<file path="src/rtl/hwm_pkg.sv">
package hwm_pkg;
   typedef enum logic {
      HWM_ADD = 1'b0,
      HWM_SUB = 1'b1
   } hwm_op_e;
endpackage

</file>
<file path="src/rtl/hwm_mul_stage.sv">
module hwm_mul_stage
   import hwm_pkg::*;
#(
   parameter int OP_W = 32
) (
   input  logic                  clk,
   input  logic                  rst,
   input  logic                  vld_i,
   input  hwm_op_e               op_i,
   input  logic                  rnd_i,
   input  logic [OP_W-1:0]       a_i,
   input  logic [OP_W-1:0]       b_i,
   input  logic [OP_W-1:0]       acc_i,
   output logic                  vld_o,
   output hwm_op_e               op_o,
   output logic                  rnd_o,
   output logic [2*OP_W-1:0]     prod_o,
   output logic [OP_W-1:0]       acc_o
);
   localparam int PROD_W = 2 * OP_W;

   logic signed [PROD_W-1:0] prod_c;

   always_comb begin
      prod_c = PROD_W'($signed(a_i)) * PROD_W'($signed(b_i));
   end

   always_ff @(posedge clk) begin
      if (rst) vld_o <= 1'b0;
      else     vld_o <= vld_i;
   end

   always_ff @(posedge clk) begin
      prod_o <= prod_c;
      op_o   <= op_i;
      rnd_o  <= rnd_i;
      acc_o  <= acc_i;
   end
endmodule

</file>
<file path="src/rtl/hwm_acc_stage.sv">
module hwm_acc_stage
   import hwm_pkg::*;
#(
   parameter int OP_W      = 32,
   parameter bit HAS_ROUND = 1'b1
) (
   input  logic              clk,
   input  logic              rst,
   input  logic              vld_i,
   input  hwm_op_e           op_i,
   input  logic              rnd_i,
   input  logic [2*OP_W-1:0] prod_i,
   input  logic [OP_W-1:0]   acc_i,
   output logic              vld_o,
   output logic [OP_W-1:0]   res_o
);
   localparam int PROD_W = 2 * OP_W;
   localparam logic [PROD_W-1:0] HALF_LSB = PROD_W'(1) << (OP_W - 1);

   logic [PROD_W-1:0] adj_c;
   logic [OP_W-1:0]   hi_c;
   logic [OP_W-1:0]   res_c;

   generate
      if (HAS_ROUND) begin : g_round
         always_comb adj_c = prod_i + (rnd_i ? HALF_LSB : '0);
      end else begin : g_trunc
         logic unused_rnd;
         always_comb begin
            unused_rnd = rnd_i;
            adj_c      = prod_i;
         end
      end
   endgenerate

   always_comb begin
      hi_c  = adj_c[PROD_W-1:OP_W];
      res_c = (op_i == HWM_SUB) ? (acc_i - hi_c) : (acc_i + hi_c);
   end

   always_ff @(posedge clk) begin
      if (rst) vld_o <= 1'b0;
      else     vld_o <= vld_i;
   end

   always_ff @(posedge clk) begin
      res_o <= res_c;
   end
endmodule

</file>
<file path="src/rtl/hiword_mac.sv">
module hiword_mac
   import hwm_pkg::*;
#(
   parameter int OP_W      = 32,
   parameter bit HAS_ROUND = 1'b1
) (
   input  logic            clk,
   input  logic            rst,
   input  logic            in_vld,
   input  logic            in_sub,
   input  logic            in_rnd,
   input  logic [OP_W-1:0] in_a,
   input  logic [OP_W-1:0] in_b,
   input  logic [OP_W-1:0] in_acc,
   output logic            out_vld,
   output logic [OP_W-1:0] out_res
);
   localparam int PROD_W = 2 * OP_W;

   generate
      if (OP_W < 2) begin : g_bad_width
         $error("hiword_mac: OP_W must be at least 2");
      end
   endgenerate

   logic              s1_vld;
   hwm_op_e           s1_op;
   logic              s1_rnd;
   logic [PROD_W-1:0] s1_prod;
   logic [OP_W-1:0]   s1_acc;
   hwm_op_e           op_in;

   always_comb op_in = in_sub ? HWM_SUB : HWM_ADD;

   hwm_mul_stage #(.OP_W(OP_W)) u_mul (
      .clk(clk), .rst(rst),
      .vld_i(in_vld), .op_i(op_in), .rnd_i(in_rnd),
      .a_i(in_a), .b_i(in_b), .acc_i(in_acc),
      .vld_o(s1_vld), .op_o(s1_op), .rnd_o(s1_rnd),
      .prod_o(s1_prod), .acc_o(s1_acc)
   );

   hwm_acc_stage #(.OP_W(OP_W), .HAS_ROUND(HAS_ROUND)) u_acc (
      .clk(clk), .rst(rst),
      .vld_i(s1_vld), .op_i(s1_op), .rnd_i(s1_rnd),
      .prod_i(s1_prod), .acc_i(s1_acc),
      .vld_o(out_vld), .res_o(out_res)
   );

   // cycles since reset, saturating at 2, so the latency check looks back only over post-reset cycles
   logic [1:0] since_rst;
   always_ff @(posedge clk) begin
      if (rst)                  since_rst <= 2'd0;
      else if (since_rst != 2'd2) since_rst <= since_rst + 2'd1;
   end

   p_lat_two_r7: assert property (@(posedge clk) disable iff (rst)
      (since_rst == 2'd2) |-> (out_vld == $past(in_vld, 2)));

   p_rst_clear_r8: assert property (@(posedge clk)
      rst |=> !out_vld);

   // a zero multiplicand leaves the accumulate operand unchanged in every mode
   p_zero_prod_r4: assert property (@(posedge clk) disable iff (rst)
      (in_vld && in_b == '0) |=> ##1 (out_vld && out_res == $past(in_acc, 2)));

   // times one, truncated: the kept word is the sign extension of in_a
   p_unit_trunc_r2: assert property (@(posedge clk) disable iff (rst)
      (in_vld && in_b == OP_W'(1) && !in_rnd && !in_sub) |=> ##1
      (out_res == $past(in_acc, 2) + {OP_W{$past(in_a[OP_W-1], 2)}}));
endmodule

</file>
<file path="config.mk">
export PLATFORM = sky130hd
export DESIGN_NAME = hiword_mac
export DESIGN_NICKNAME = d
export VERILOG_FILES = /design/src/rtl/hwm_pkg.sv /design/src/rtl/hwm_mul_stage.sv /design/src/rtl/hwm_acc_stage.sv /design/src/rtl/hiword_mac.sv
export SDC_FILE = /design/constraint.sdc
export NUM_CORES = 2
export LEC_CHECK = 0
export ABC_AREA = 1
export BUFFER_PORTS_ARGS = -buffer_cell sky130_fd_sc_hd__buf_2
export CORE_UTILIZATION = 50
export DETAILED_ROUTE_END_ITERATION = 8
export HOLD_SLACK_MARGIN = 0.15
export MAX_ROUTING_LAYER = met4
export PLACE_DENSITY = 0.67
export SETUP_SLACK_MARGIN = 0.2
export SLEW_MARGIN = 20
export SYNTH_ARGS = -nofsm -noshare
export SYNTH_HDL_FRONTEND = slang
export SYNTH_SLANG_ARGS = --single-unit
</file>
<file path="constraint.sdc">
create_clock -name clk -period 10.4 [get_ports clk]
set_input_delay 0.52 -clock clk [delete_from_list [all_inputs] [get_ports clk]]
set_output_delay 0.52 -clock clk [all_outputs]
set_load 0.01 [all_outputs]
</file>
==> results.yml <==
clocking:
  cts_tree: "yes"
  post-cts-setup-buffer-count: 0
  root_buffer: "clkbuf_16"
  h-tree-depth: 3
  cts.sinks: 101
  clk_pin_slew_worst_paths_ns: 0.08
  cts_resized: 0
  clock_latency_ns: 0.39
  hold_buffers: 0
  numCtsBuffers: 9
  clockBufferDepth: 2
yosys:
  synth_nets: 6908
  synthCells: 5512
  syn_area_mm2: 0.0433
  synth_cell_types: 39
  synth-edff-count: 0
  ys_seq_area_share_pct: 4.67
  ys_ff_latch: 101
  yosys_most_used_dff: "dfxtp_1"
  async_flop_share_pct: 0
  ys_warn_count: 0
  avgSynthCellArea_um2: 7.86
  yosysTopAreaCell: "fa_1"
  synth_area_leaders: "fa_1, inv_1, nand2_1, ha_1, dfxtp_1"
  synthDominantCellAreaShare_pct: 50.0
floorplanning:
  design.core.area_mm2: 0.0855
  die_h_um: 296
  die-area_mm2: 0.0878
  initial_core_util_pct: 50.6
  ioPinCount: 134
  fp-row-count: 107
  die_w_um: 296
layout:
  syn_to_final_growth_pct: 4.11
  nFillCells: 8184
  nets: 6868
  layout-drive-gt1-share_pct: 4.07
  final_common_cell: "inv_1"
  final_cell_mix: "inv_1, nand2_1, fa_1"
global_route:
  grt_first_pass_wirelength_mm: 191
  grt_max_degree: 33
  grt_pass1_vias: 36200
  overflow: 0
  antenna_found_initial: 7
  grt.total_usage_pct: 28.7
route:
  vias_per_cell: 5.05
  drt_iter0_drc: 2055
  vias: 33500
  wirelength_mm: 115
  wire_per_inst_um: 17.3
  drc: 0
  antenna_left: 0
  dr.pass1.iters: 7
timing:
  period_share_pct: 79.7
  finalClockSkew_ns: 0.0228
  relSlewSlack_pct: 36.4
  hold_viol: 0
  drv_slew: 0
  finalSetupTns_ns: 0
  fmax_ghz: 0.121
  rsz0062_at_grt: "false"
  worst_slew_pin_slew_ns: 0.954
  post-route-min-period_ns: 8.29
  fin_ws_ns: 2.11
  setup_viol: 0
critical_path:
  critPathRequiredTime_ns: 10.67
  critPathMaxFanout: 32
  setup.worst_path.end_class: "flip-flop"
  worst_path_largest_cell_delay_ns: 0.85
  slowest_stage: "fa_1"
  crit_type: "input port to flip-flop"
  arrival_ns: 8.55
  cp-start-kind: "input port"
  path_buf_inv: 9
  cpLargestDelayFamily: "adder cells"
placement:
  place_ws_ns: 1.72
  gp_congestion: 1.03
  portBuffers: 133
  place_hpwl_mm: 98.5
status:
  outcome: "finished, final reports clean"
run:
  drv_cap: 0
min_path:
  hp-class: "input port to flip-flop"
[path summary, 6_finish.rpt]
kind                           from                        to  slack, ns  depth (start not counted)
max                         in_b[5]  u_mul.prod_o[62]$_DFF_P_       2.11                         26
min                      in_acc[22]   u_mul.acc_o[22]$_DFF_P_       0.24                          1
min reg2reg  u_mul.vld_o$_SDFF_PP0_    u_acc.vld_o$_SDFF_PP0_       0.41                          2
max reg2reg     u_mul.rnd_o$_DFF_P_   u_acc.res_o[31]$_DFF_P_       5.87                         29
[state kept, by name, indices dropped and copies added, names as in the netlist]
name / cells
u_mul.prod_o: 33
u_acc.res_o: 32
u_mul.acc_o: 32
u_acc.vld_o: 1
u_mul.op_o: 1
u_mul.rnd_o: 1
u_mul.vld_o: 1
[Yosys cell counts (all sizes together), types with 5 or more instances]
master / instances
inv: 1697
dfxtp: 101
o21ai: 79
ha: 213
clkbuf: 194
o21a: 7
o21bai: 26
a31oi: 17
nor2: 261
xor2: 48
o211ai: 5
nor4: 13
nor3: 18
a21oi: 110
a21o: 30
nand4: 21
fa: 1082
or2: 9
a21boi: 9
nand3: 87
nand2: 1427
xnor2: 42
[metrics by stage]
| stage | cell area, µm² | std cells | hold slack (ns) | util [%] |
|---|---|---|---|---|
| after floorplan | 43300 | 5512 | 0.388 | - |
| after global placement | 44800 | 6605 | 0.403 | 52.3 |
| after detailed placement | 44800 | 6605 | 0.399 | 52.3 |
| after CTS | 45100 | 6621 | 0.226 | 52.7 |
| after global routing | 45100 | 6628 | 0.223 | 52.7 |
| final | 45100 | 6629 | 0.239 | 52.7 |
[per-layer routing]
layer | GRT usage [%] | wire [µm] | vias to the layer above
li1 | - | - | 15300
met1 | 37.4 | 49000 | 16900
met2 | 48.6 | 56400 | 1065
met3 | 2.57 | 6450 | 171
met4 | 6.53 | 2680 | 0
met5 | - | 0 | -
[final cells by class]
class	instances	area, µm²	share of cell area, %
Antenna cell	8	20.0	0.0444
Clock buffer	9	225	0.499
Clock inverter	7	83.8	0.186
Inverter	1699	6380	14.1
Multi-Input combinational cell	3515	34200	75.8
Sequential cell	101	2020	4.48
Tap cell	1144	1430	3.17
Timing Repair Buffer	146	763	1.69
[cell families after synthesis]
kind of cell / share of synthesized area [%]
buffers and inverters: 16.4
AND/OR/NAND/NOR: 17.0
adder cells (fa/ha/maj): 56.2
AO/OA/AOI/OAI: 3.86
flip-flops: 4.67
XOR/XNOR: 1.84
Power is not shown: default switching activity piles up to over one toggle a cycle in this logic, so the estimate is an artifact.
